[src/rtl/sdc_pkg.sv]
package sdc_pkg;

  localparam int DIGIT_W = 2;
  localparam int POS_BIT = 0;
  localparam int NEG_BIT = 1;

  typedef logic [DIGIT_W-1:0] sdigit_t;

  function automatic int ceil_div(input int num, input int den);
    return (num + den - 1) / den;
  endfunction

endpackage

[src/rtl/sdc_deskew.sv]
module sdc_deskew
  import sdc_pkg::*;
#(
  parameter int P_DIGITS = 12
) (
  input  logic                        clk,
  input  logic                        rst_n,
  input  logic                        adv,
  input  logic                        in_valid,
  input  logic [DIGIT_W*P_DIGITS-1:0] in_digits,
  output logic                        out_valid,
  output logic [DIGIT_W*P_DIGITS-1:0] out_digits
);

  localparam int VDEPTH = P_DIGITS - 1;

  // Lane k waits P_DIGITS-1-k steps so that all lanes of a word line up.
  for (genvar k = 0; k < P_DIGITS; k++) begin : g_lane
    localparam int D = P_DIGITS - 1 - k;
    if (D == 0) begin : g_direct
      assign out_digits[DIGIT_W*k +: DIGIT_W] = in_digits[DIGIT_W*k +: DIGIT_W];
    end else begin : g_chain
      sdigit_t sh [D];
      always_ff @(posedge clk or negedge rst_n) begin
        if (!rst_n) begin
          for (int j = 0; j < D; j++) sh[j] <= '0;
        end else if (adv) begin
          sh[0] <= in_digits[DIGIT_W*k +: DIGIT_W];
          for (int j = 1; j < D; j++) sh[j] <= sh[j-1];
        end
      end
      assign out_digits[DIGIT_W*k +: DIGIT_W] = sh[D-1];

      // a held step leaves the wedge untouched
      a_r6_wedge_frozen: assert property (@(posedge clk) disable iff (!rst_n)
        !adv |=> $stable(sh[D-1]));
    end
  end

  logic vsh [VDEPTH];
  always_ff @(posedge clk or negedge rst_n) begin
    if (!rst_n) begin
      for (int j = 0; j < VDEPTH; j++) vsh[j] <= 1'b0;
    end else if (adv) begin
      vsh[0] <= in_valid;
      for (int j = 1; j < VDEPTH; j++) vsh[j] <= vsh[j-1];
    end
  end
  assign out_valid = vsh[VDEPTH-1];

endmodule

[src/rtl/sdc_split.sv]
module sdc_split
  import sdc_pkg::*;
#(
  parameter int P_DIGITS = 12
) (
  input  logic [DIGIT_W*P_DIGITS-1:0] digits,
  output logic [P_DIGITS:0]           pos_word,
  output logic [P_DIGITS:0]           neg_word
);

  // Lane 0 is the most significant digit; code 2'b11 cancels in the subtraction.
  always_comb begin
    pos_word = '0;
    neg_word = '0;
    for (int k = 0; k < P_DIGITS; k++) begin
      pos_word[P_DIGITS-1-k] = digits[DIGIT_W*k + POS_BIT];
      neg_word[P_DIGITS-1-k] = digits[DIGIT_W*k + NEG_BIT];
    end
  end

endmodule

[src/rtl/sdc_pipe_sub.sv]
module sdc_pipe_sub
  import sdc_pkg::*;
#(
  parameter int W      = 13,
  parameter int STAGES = 3
) (
  input  logic         clk,
  input  logic         rst_n,
  input  logic         adv,
  input  logic         in_valid,
  input  logic [W-1:0] minuend,
  input  logic [W-1:0] subtrahend,
  output logic         out_valid,
  output logic [W-1:0] diff
);

  localparam int CH = ceil_div(W, STAGES);

  function automatic logic in_chunk(input int i, input int s);
    return (i >= s*CH) && (i < (s+1)*CH);
  endfunction

  // Sum of x + y + c over the bits of chunk s; other bits of x pass through.
  function automatic logic [W-1:0] chunk_sum(input logic [W-1:0] x, input logic [W-1:0] y,
                                             input logic c, input int s);
    logic [W-1:0] r;
    logic cc;
    r  = x;
    cc = c;
    for (int i = 0; i < W; i++) begin
      if (in_chunk(i, s)) begin
        r[i] = x[i] ^ y[i] ^ cc;
        cc   = (x[i] & y[i]) | (x[i] & cc) | (y[i] & cc);
      end
    end
    return r;
  endfunction

  function automatic logic chunk_carry(input logic [W-1:0] x, input logic [W-1:0] y,
                                       input logic c, input int s);
    logic cc;
    cc = c;
    for (int i = 0; i < W; i++) begin
      if (in_chunk(i, s)) cc = (x[i] & y[i]) | (x[i] & cc) | (y[i] & cc);
    end
    return cc;
  endfunction

  function automatic logic [W-1:0] done_mask(input int s);
    logic [W-1:0] m;
    for (int i = 0; i < W; i++) m[i] = in_chunk(i, s);
    return m;
  endfunction

  for (genvar s = 0; s < STAGES; s++) begin : g_st
    logic [W-1:0] xi, yi;
    logic         ci, vi;
    logic [W-1:0] xq;
    logic         vq;

    if (s == 0) begin : g_head
      // a - b = a + ~b + 1
      assign xi = minuend;
      assign yi = ~subtrahend;
      assign ci = 1'b1;
      assign vi = in_valid;
    end else begin : g_link
      assign xi = g_st[s-1].xq;
      assign yi = g_st[s-1].g_mid.yq;
      assign ci = g_st[s-1].g_mid.cq;
      assign vi = g_st[s-1].vq;
    end

    always_ff @(posedge clk or negedge rst_n) begin
      if (!rst_n) begin
        xq <= '0;
        vq <= 1'b0;
      end else if (adv) begin
        xq <= chunk_sum(xi, yi, ci, s);
        vq <= vi;
      end
    end

    if (s < STAGES-1) begin : g_mid
      logic [W-1:0] yq;
      logic         cq;
      always_ff @(posedge clk or negedge rst_n) begin
        if (!rst_n) begin
          yq <= '0;
          cq <= 1'b0;
        end else if (adv) begin
          yq <= yi & ~done_mask(s);
          cq <= chunk_carry(xi, yi, ci, s);
        end
      end
    end else begin : g_tail
      // the result register holds while the pipeline is held
      a_r7_result_held: assert property (@(posedge clk) disable iff (!rst_n)
        !adv |=> ($stable(xq) && $stable(vq)));
    end
  end

  assign diff      = g_st[STAGES-1].xq;
  assign out_valid = g_st[STAGES-1].vq;

endmodule

[src/rtl/sdigit_to_twos.sv]
module sdigit_to_twos
  import sdc_pkg::*;
#(
  parameter int P_DIGITS   = 12,
  parameter int SUB_STAGES = 3
) (
  input  logic                        clk,
  input  logic                        rst_n,
  input  logic                        in_valid,
  output logic                        in_ready,
  input  logic [DIGIT_W*P_DIGITS-1:0] in_digits,
  output logic                        out_valid,
  input  logic                        out_ready,
  output logic [P_DIGITS:0]           out_data
);

  localparam int W = P_DIGITS + 1;

  logic                        adv;
  logic                        al_valid;
  logic [DIGIT_W*P_DIGITS-1:0] al_digits;
  logic [W-1:0]                pos_word, neg_word;

  // Lockstep flow: everything moves when the output slot frees up.
  assign adv      = out_ready || !out_valid;
  assign in_ready = adv;

  sdc_deskew #(.P_DIGITS(P_DIGITS)) u_deskew (
    .clk       (clk),
    .rst_n     (rst_n),
    .adv       (adv),
    .in_valid  (in_valid),
    .in_digits (in_digits),
    .out_valid (al_valid),
    .out_digits(al_digits)
  );

  sdc_split #(.P_DIGITS(P_DIGITS)) u_split (
    .digits  (al_digits),
    .pos_word(pos_word),
    .neg_word(neg_word)
  );

  sdc_pipe_sub #(.W(W), .STAGES(SUB_STAGES)) u_sub (
    .clk       (clk),
    .rst_n     (rst_n),
    .adv       (adv),
    .in_valid  (al_valid),
    .minuend   (pos_word),
    .subtrahend(neg_word),
    .out_valid (out_valid),
    .diff      (out_data)
  );

  // the digit range never reaches the most negative output code
  a_r3_no_min_code: assert property (@(posedge clk) disable iff (!rst_n)
    out_valid |-> (out_data != {1'b1, {P_DIGITS{1'b0}}}));

  // a refused result is still offered on the next cycle
  a_r7_valid_kept: assert property (@(posedge clk) disable iff (!rst_n)
    (out_valid && !out_ready) |=> out_valid);

endmodule

[config.mk]
export PLATFORM = sky130hd
export DESIGN_NAME = sdigit_to_twos
export DESIGN_NICKNAME = d
export VERILOG_FILES = /design/src/rtl/sdc_pkg.sv /design/src/rtl/sdc_deskew.sv /design/src/rtl/sdc_split.sv /design/src/rtl/sdc_pipe_sub.sv /design/src/rtl/sdigit_to_twos.sv
export SDC_FILE = /design/constraint.sdc
export NUM_CORES = 1
export LEC_CHECK = 0
export ABC_AREA = 0
export BUFFER_PORTS_ARGS = -buffer_cell sky130_fd_sc_hd__buf_2
export CORE_MARGIN = 2
export CORE_UTILIZATION = 55
export CTS_BUF_LIST = sky130_fd_sc_hd__clkbuf_8 sky130_fd_sc_hd__clkbuf_16
export DETAILED_ROUTE_END_ITERATION = 10
export GPL_TIMING_DRIVEN = 0
export PLACE_DENSITY = 0.82
export SYNTH_ARGS = -nofsm -noshare
export SYNTH_HDL_FRONTEND = slang
export SYNTH_SLANG_ARGS = --single-unit
[constraint.sdc]
create_clock -name clk -period 2.4 [get_ports clk]
set_clock_uncertainty 0.2 [all_clocks]
set_input_delay 0.72 -clock clk [delete_from_list [all_inputs] [get_ports clk]]
set_output_delay 0.72 -clock clk [all_outputs]
set_load 0.02 [all_outputs]
# Word-level counts from Yosys, hierarchy flattened
# Index checks and enable logic that the tools add are counted.
dict set report word_totals {
  reg_bits 196
  input_bits 28
  out_inout_bits 15
  elab_cells 183
}
dict set report classes {
  muxes 10
  bitwise 84
  n_reduce_logical 2
}
# operator count
set ops {}
lappend ops {{$and 1x1->1} 34}
lappend ops {{$or 1x1->1} 24}
lappend ops {{$xor 1x1->1} 24}
lappend ops {{$not 12->13} 1}
lappend ops {{$mux 1} 10}
lappend ops {{$logic_not 1->1} 1}
lappend ops {{$logic_or 1x1->1} 1}
lappend ops {{$not 1->1} 1}

# Longest topological paths before layout
# Gate-level depths: netlist (run 1).
dict set report depth {
  word_depth 20
  depth_mapped 9
  depth_no_buf 9
}

# Hierarchy
# Synthesis (run 1) repeated with hierarchy kept, for this count alone.
dict set report hier_totals {
  hier_cells 519
  hier_area_um2 8353.0
}
# mod instances cells_per_inst area_per_inst_um2 seq_area_each_um2
set modules_own_cells {}
lappend modules_own_cells {sdc_deskew 1 324 5753.0 3578.4}
lappend modules_own_cells {sdc_pipe_sub 1 167 2394.8 1376.3}
lappend modules_own_cells {sdc_split 1 27 198.9 0.0}
lappend modules_own_cells {sdigit_to_twos 1 1 6.3 0.0}

# Worst setup path after synthesis (run 1)
# Ideal clock, no wire load.
dict set report synth_timing {
  path_type {input -> register}
  from {input port in_digits[22]}
  to {register u_sub.g_st[0].xq[4]}
  setup_time_ps 128
  arrival_time_ps 2779
  t_required_ps 2072
  slack_ps -706
  stages 8
  n_path_buf 0
  cell_sequence {inv_1 ha_1 fa_1 fa_1 fa_1 inv_1 fa_1 mux2_1}
}
dict set report synth_between {
  elab_chain_len 17
  elab_cells_between_ends 20
  classes_between {mux (4); bitwise (16)}
}
# item line_no
set synth_rtl {}
lappend synth_rtl {{start, declared} sdigit_to_twos.sv:11} ;# input logic [DIGIT_W*P_DIGITS-1:0] in_digits,
lappend synth_rtl {{$and 1x1->1} sdc_pipe_sub.sv:33} ;# cc = (x[i] & y[i]) | (x[i] & cc) | (y[i] & cc);
lappend synth_rtl {{$or 1x1->1 (*) (2 in series)} sdc_pipe_sub.sv:33}
lappend synth_rtl {{$mux 1 (*)} sdc_pipe_sub.sv:78} ;# end else if (adv) begin
lappend synth_rtl {{$and 1x1->1} sdc_pipe_sub.sv:33}
lappend synth_rtl {{$or 1x1->1} sdc_pipe_sub.sv:33}
lappend synth_rtl {{$or 1x1->1 (*)} sdc_pipe_sub.sv:33}
lappend synth_rtl {{$mux 1 (*)} sdc_pipe_sub.sv:78}
lappend synth_rtl {{$and 1x1->1} sdc_pipe_sub.sv:33}
lappend synth_rtl {{$or 1x1->1} sdc_pipe_sub.sv:33}
lappend synth_rtl {{$or 1x1->1 (*)} sdc_pipe_sub.sv:33}
lappend synth_rtl {{$mux 1 (*)} sdc_pipe_sub.sv:78}
lappend synth_rtl {{$and 1x1->1} sdc_pipe_sub.sv:33}
lappend synth_rtl {{$or 1x1->1} sdc_pipe_sub.sv:33}
lappend synth_rtl {{$or 1x1->1 (*)} sdc_pipe_sub.sv:33}
lappend synth_rtl {{$mux 1 (*)} sdc_pipe_sub.sv:78}
lappend synth_rtl {{$xor 1x1->1 (*)} sdc_pipe_sub.sv:32} ;# r[i] = x[i] ^ y[i] ^ cc;
lappend synth_rtl {{end signal, assigned} sdc_pipe_sub.sv:79} ;# xq <= chunk_sum(xi, yi, ci, s);
lappend synth_rtl {{end, declared} sdc_pipe_sub.sv:58} ;# logic [W-1:0] xq;
# Mark *: on every way between the ends. The rest lies on a longest branch, timed or not. The select of a mux whose other input is x is not followed.
# A chain may end at the register's enable or synchronous reset.

# Final worst setup path (run 1)
dict set report layout_timing {
  from {register u_sub.g_st[0].g_mid.cq}
  to {register u_sub.g_st[1].xq[9]}
}
dict set report layout_between {
  elab_chain_len 17
  elab_cells_between_ends 21
  classes_between {mux (4); bitwise (17)}
}
# item line_no
set layout_rtl {}
lappend layout_rtl {{start, declared} sdc_pipe_sub.sv:86} ;# logic cq;
lappend layout_rtl {{start signal, assigned} sdc_pipe_sub.sv:93} ;# cq <= chunk_carry(xi, yi, ci, s);
lappend layout_rtl {{$and 1x1->1} sdc_pipe_sub.sv:33}
lappend layout_rtl {{$or 1x1->1} sdc_pipe_sub.sv:33}
lappend layout_rtl {{$or 1x1->1 (*)} sdc_pipe_sub.sv:33}
lappend layout_rtl {{$mux 1 (*)} sdc_pipe_sub.sv:78}
lappend layout_rtl {{$and 1x1->1} sdc_pipe_sub.sv:33}
lappend layout_rtl {{$or 1x1->1} sdc_pipe_sub.sv:33}
lappend layout_rtl {{$or 1x1->1 (*)} sdc_pipe_sub.sv:33}
lappend layout_rtl {{$mux 1 (*)} sdc_pipe_sub.sv:78}
lappend layout_rtl {{$and 1x1->1} sdc_pipe_sub.sv:33}
lappend layout_rtl {{$or 1x1->1} sdc_pipe_sub.sv:33}
lappend layout_rtl {{$or 1x1->1 (*)} sdc_pipe_sub.sv:33}
lappend layout_rtl {{$mux 1 (*)} sdc_pipe_sub.sv:78}
lappend layout_rtl {{$and 1x1->1} sdc_pipe_sub.sv:33}
lappend layout_rtl {{$or 1x1->1} sdc_pipe_sub.sv:33}
lappend layout_rtl {{$or 1x1->1 (*)} sdc_pipe_sub.sv:33}
lappend layout_rtl {{$mux 1 (*)} sdc_pipe_sub.sv:78}
lappend layout_rtl {{$xor 1x1->1 (*)} sdc_pipe_sub.sv:32}
lappend layout_rtl {{end signal, assigned} sdc_pipe_sub.sv:79}
lappend layout_rtl {{end, declared} sdc_pipe_sub.sv:58}
# Marked as above.

==> run metrics, run 1 <==
Filler Cells Inserted 982; outcome complete, but fails checks; vias in the first global route 4200; pin count of the biggest net entering global routing 132; final net count 568; Initial Util 55.9%; sequential fraction of the synthesis area 60.9%; violated checks setup timing; Avg Cell Area, Syn 17.5 sq um; Required @ worst endpoint 2.55 ns; unrepaired setup endpoints after global routing yes; global placer's final weighted congestion 0.753; # clock sinks 196; r2r setup slk -0.32 ns; I/O pins 43; PnR worst setup slack -0.316 ns; input/output buffers 42; Final Max Tran Viols 0; CP cell instances inv_2, fa_1, inv_1, fa_2, fa_2, fa_2, inv_2, fa_1, a21oi_2; reg2reg path depth 9; fin cells 725; fin crit period 2.72 ns; share of total power in sequential cells 45.2%; Combinational Power Share 33.2%; crit end category flop; part of the cycle the worst path needs 113%; Ant. Diodes 0; WL final 12.2 mm; first-pass iteration count of the detailed router 4; Sw Ratio 28.6%; Slew headroom 57.8%; vias per cell 5.14; Die Y-Extent 125 um; max-capacitance violation count 0; dpl ws -0.818 ns; CP max stage delay 0.45 ns; Reg-to-Reg End u_sub.g_st[1].xq[9]; Post-CTS Hold Buffers 0; maximum VDD drop 670 uV; cell-internal power 9.21 mW; GR Overflow Total 0; CTS tree built; Max Freq 368 MHz; buffer depth of the longest clock path 2; CTS H-tree lvls 4; Antenna Nets Post-Route 0; measured slew at the worst slew-check pin 0.633 ns; clock-pin slew on the worst setup and hold paths 0.06 ns; crit start category flop; Mapped Area 8060 sq um; ratio of cells with drive above 1 in the final layout 41.8%; cell count after synthesis 461; CTS buffer count 17; Worst R2R Start u_sub.g_st[0].g_mid.cq; Root Buffer clkbuf_16; placement row count 44; clk_lat worst skew 0.42 ns; die width 125 um; Area Overhead vs Synth 14.9%; placed insts 688; Placeable Area 14400 sq um; wire per inst 16.9 um; CP arrival 2.87 ns; DR iter-0 viols 304; Synth Warn # 0; Hold Path Class primary input to asynchronous set/reset pin; Lkg Pwr 4.39 nW; Die Area 15600 sq um; clock share of power 21.7%; slowest stage cell, crit path fa_1; Synth Net Count 501; final hold vios 0; Crit path top cell by count fa_2; unique cell type count in the Yosys netlist 16; PD cells 1390 nW/um^2; Global Route Usage Sum 17.0%; drc violations 0; CP max FO 2; WS Path Type flop to flop; first-pass GRT wire length 21.2 mm; Seq cells post-synth 196; P_sw 3.69 mW; DP Wirelength 7.84 mm; initial antenna violation count 0; final setup fails 4; via count 3727
-- cells by family after synthesis --
kind of cell,share of synthesized area (%)
compound gates,0.808
xor+xnor,0.109
fa+ha+maj,2.89
buf+inv,3.49
flops,60.9
mux,30.4
simple gates,1.44
-- power by group through the flow --
stage | Combinational [mW] | Sequential, mW | Clock, mW
6_report | 4.28 | 5.83 | 2.79
2_1_floorplan | 3.28 | 5.68 | 0
5_1_grt | 4.66 | 6.02 | 3.00
4_1_cts | 4.28 | 5.84 | 2.86
3_3_place_gp | 3.93 | 5.76 | 0
3_5_place_dp | 4.14 | 5.87 | 0
-- stage by stage --
stage          area [sq um]  setup TNS (ns)  power, mW  util (%)  hold slack (ns)
2_1_floorplan          8100          -0.751       8.96         -            0.220
3_3_place_gp           8540         -491.39       9.69      59.2            0.248
3_5_place_dp           8570           -2.05       10.0      59.4            0.263
4_1_cts                9230          -0.571       13.0      64.0           0.0392
5_1_grt                9250          -0.901       13.7      64.2           0.0722
6_report               9250          -0.592       12.9      64.2           0.0349
-- worst max-delay path: cells and delay by family, from the launching register on --
kind	cells	cell delay [ns]
AO/OA/AOI/OAI	1	0.15
adder cells (fa/ha/maj)	5	1.70
buffers and inverters	3	0.19
flip-flops	1	0.40
-- final cells by class --
class	instances	area (sq um)	share of cell area, %
Multi-Input combinational cell	223	2920	31.5
Clock inverter	11	109	1.18
Timing Repair Buffer	50	327	3.53
Tap cell	184	230	2.49
Buffer	22	208	2.24
Sequential cell	196	4900	53.0
Clock buffer	21	480	5.19
Inverter	18	80.1	0.865
-- flip-flops by register name (all words and copies together) (netlist names) --
register                    flops
u_sub.diff                     13
u_deskew.g_lane.g_chain.sh    112
u_sub.g_st.xq                  24
u_deskew.out_digits            20
u_deskew.out_valid              1
u_deskew.vsh                   10
u_sub.g_st.g_mid.cq             2
u_sub.g_st.g_mid.yq            11
u_sub.out_valid                 1
u_sub.g_st.vq                   2
-- synthesized netlist by cell type (all sizes together) --
master,count,area (sq um)
nor3b,13,97.6
ha,1,12.5
inv,18,67.6
xnor2,1,8.76
mux2,178,2420
buf,22,206
dfrtp,196,4900
a21oi,13,65.1
fa,11,220
mux2i,3,30.0
or2,1,6.26
clkbuf,2,7.51
nand2b,2,12.5
-- metal layers --
layer | track usage, % | share of wire (%) | vias to the layer above
met4 | 6.01 | 1.5 | 0
met2 | 26.9 | 49 | 49
li1 | - | - | 1718
met3 | 4.41 | 3.1 | 16
met1 | 23.2 | 47 | 1944
met5 | 0 | 0 | -
-- repair_timing --
item / CTS / global route
setup endpoints to repair: 5 / 5
pin swaps: 1 / 3
buffers inserted: 2 / 5
gates resized for setup: 16 / 4
-- worst max-delay path by stage --
| stage | start | to | depth (start not counted) |
|---|---|---|---|
| detailed placement | in_digits[22] | u_sub.g_st[0].xq[4] | 9 |
| CTS | u_sub.g_st[0].xq[5] | u_sub.g_st[1].xq[9] | 9 |
| finish | u_sub.g_st[0].g_mid.cq | u_sub.g_st[1].xq[9] | 9 |
| floorplan | in_digits[22] | u_sub.g_st[0].xq[4] | 8 |
| global route | u_sub.g_st[0].xq[5] | u_sub.g_st[1].xq[9] | 9 |
| global placement | rst_n | u_sub.diff[0] | 1 |
-- cells in the final DEF, fill, tap and decap left out, types with 2 or more instances in the layout --
cell,n
clkbuf_16,17
nor3b_1,13
fa_1,4
clkbuf_8,4
inv_2,4
buf_6,13
buf_4,7
dfrtp_1,196
buf_2,44
bufinv_16,2
clkinv_2,5
a21oi_1,12
mux2i_1,3
inv_1,15
clkbuf_1,2
mux2_1,67
mux2_4,111
fa_2,7
buf_8,4
Power figures use the tool's default switching activity.
==> run 2, diff against run 1 <==
--- a/config.mk
+++ b/config.mk
@@ -5,9 +5,7 @@
 export SDC_FILE = /design/constraint.sdc
 export NUM_CORES = 1
 export LEC_CHECK = 0
-export ABC_AREA = 0
 export BUFFER_PORTS_ARGS = -buffer_cell sky130_fd_sc_hd__buf_2
-export CORE_MARGIN = 2
 export CORE_UTILIZATION = 55
 export CTS_BUF_LIST = sky130_fd_sc_hd__clkbuf_8 sky130_fd_sc_hd__clkbuf_16
 export DETAILED_ROUTE_END_ITERATION = 10
==> constraint.sdc (replaced) <==
create_clock -name clk -period 2.4 [get_ports clk]
set_clock_uncertainty 0.2 [all_clocks]
set_input_delay 0 -clock clk [delete_from_list [all_inputs] [get_ports clk]]
set_output_delay 0 -clock clk [all_outputs]
set_load 0.02 [all_outputs]
==> run 2 against run 1 <==
  * The flow still finishes with violations (setup timing)
  * Sequential share of layout area fell by 1.2 points
  * Sequential power about the same
  * Cell area grew 2.2%
  * Fmax grew 4.1%
  * Setup slack improved by 0.11 ns
  * Total power increased by 0.37%
  * First-iteration DRC count shrank 28%
  * Clock-buffer cell count stayed put
  * Combinational power is essentially flat
  * Largest cell class unchanged
  * Largest power group unchanged
  * Highest routed layer unchanged
==> run metrics, run 2 (synthesized netlist as in run 1, its figures left out) <==
outcome complete, but fails checks; violated checks setup timing; Max Freq 383 MHz; crit end category flop; buffer depth of the longest clock path 2; first-pass GRT wire length 21.4 mm; DP Wirelength 8.01 mm; via count 3873; CTS buffer count 17; unrepaired setup endpoints after global routing yes; CP arrival 2.77 ns; input/output buffers 42; most common cell after layout, fill and taps aside dfrtp_1; clock-pin slew on the worst setup and hold paths 0.07 ns; CP max stage delay 0.42 ns; final net count 594; final setup fails 2; crit-path leading delay family adder cells; Root Buffer clkbuf_16; PD cells 1370 nW/um^2; CTS tree built; fin crit period 2.61 ns; WL final 12.5 mm; WS Path Type flop to flop; initial antenna violation count 0; Global Route Usage Sum 18.8%; final hold vios 0; Area Overhead vs Synth 17.4%; FF/Latch Area 4900 sq um; Required @ worst endpoint 2.56 ns; DR iter-0 viols 219; CTS H-tree lvls 4; Die Y-Extent 123 um; # clock sinks 196; measured slew at the worst slew-check pin 0.596 ns; max FFs per register 112; commonest cells after routing, fill and taps aside 196 x dfrtp_1, 111 x mux2_4, 67 x mux2_1; hold slack 0.107 ns; Final Max Tran Viols 0; Initial Util 57.2%; placement row count 43; Slew headroom 60.3%; clk_lat worst skew 0.43 ns; Die Area 15100 sq um; slowest stage cell, crit path fa_1; crit start category flop; Final Util 67.1%; PnR worst setup slack -0.210 ns; pin count of the biggest net entering global routing 118; multi-input logic area 2890 sq um; Top reg by flops u_deskew.g_lane.g_chain.sh; Filler Cells Inserted 964; drc violations 0; GR Overflow Total 0; max-capacitance violation count 0; Lkg Pwr 4.47 nW; I/O pins 43; Hold Path Class primary input to flop; maximum VDD drop 676 uV; global placer's final weighted congestion 0.757; Buf/Inv on CP 3; wire per inst 16.7 um; Antenna Nets Post-Route 0; Ant. Diodes 0; Placeable Area 14100 sq um; CP max FO 2; die width 123 um; part of the cycle the worst path needs 109%; ratio of cells with drive above 1 in the final layout 39.0%; CP cell instances inv_2, fa_1, inv_2, fa_2, fa_2, fa_2, inv_2, fa_1, a21oi_2; vias in the first global route 4257; vias per cell 5.18; first-pass iteration count of the detailed router 4
run 2: what timing repair did:
action                                  CTS  global route
gates resized for setup                   8             1
hold buffers                             29             0
endpoints found under the setup margin    4             4
endpoints found under the hold margin   222             0
buffers inserted                          2             0
pin swaps                                 2             1
run 2: worst paths after layout:
path,cells after the start,startpoint,slack [ns],end
setup / recovery,9,u_sub.g_st[0].g_mid.cq,-0.21,u_sub.g_st[1].xq[9]
min in group asynchronous,3,rst_n,0.48,u_deskew.g_lane[4].g_chain.sh[12]
hold reg to reg,1,u_deskew.out_digits[3],0.26,u_sub.g_st[0].g_mid.yq[10]
setup reg to reg,9,u_sub.g_st[0].g_mid.cq,-0.21,u_sub.g_st[1].xq[9]
hold / removal,5,in_digits[23],0.11,u_sub.g_st[0].xq[2]
max in group asynchronous,4,rst_n,0.54,u_sub.g_st[0].g_mid.yq[12]
run 2: worst reg2reg max path, cell delays in order, from the launching register on:
cell and delay (ns):
dfrtp_1 0.39, inv_2 0.07, fa_1 0.18, inv_2 0.05, fa_2 0.34, fa_2 0.36, fa_2 0.35, inv_2 0.06
fa_1 0.42, a21oi_2 0.14
run 2: cell type report:
cell class | instances | share of cell area [%]
Timing Repair Buffer | 74 | 5.85
Multi-Input combinational cell | 223 | 30.6
Clock inverter | 11 | 1.31
Sequential cell | 196 | 51.8
Inverter | 18 | 0.714
Clock buffer | 21 | 5.08
Tap cell | 180 | 2.38
Buffer | 24 | 2.26
run 2: layer usage:
layer	wire [um]	track usage [%]	vias up
li1	-	-	1771
met1	5750	24.3	2030
met2	6170	30.7	53
met3	373	4.61	19
met4	222	7.61	0
met5	0	0	-
run 2: report_power, final:
| group | switching [mW] | leakage, nW | internal [mW] |
|---|---|---|---|
| Combinational | 1.58 | 1.90 | 2.67 |
| Clock | 1.21 | 0.297 | 1.65 |
| Sequential | 0.938 | 2.27 | 4.90 |
| Total | 3.73 | 4.47 | 9.22 |
run 2: per-stage QoR:
step | cell area, sq um | cells | worst slack [ns] | power [mW] | TNS (ns)
floorplan | 8070 | 461 | -0.109 | 8.95 | -0.205
global placement | 8500 | 683 | -1.79 | 9.69 | -349.24
detailed placement | 8540 | 684 | -0.266 | 10.0 | -0.464
CTS | 9460 | 747 | -0.235 | 13.1 | -0.359
global route | 9460 | 747 | -0.283 | 13.7 | -0.528
finish | 9460 | 747 | -0.210 | 12.9 | -0.334
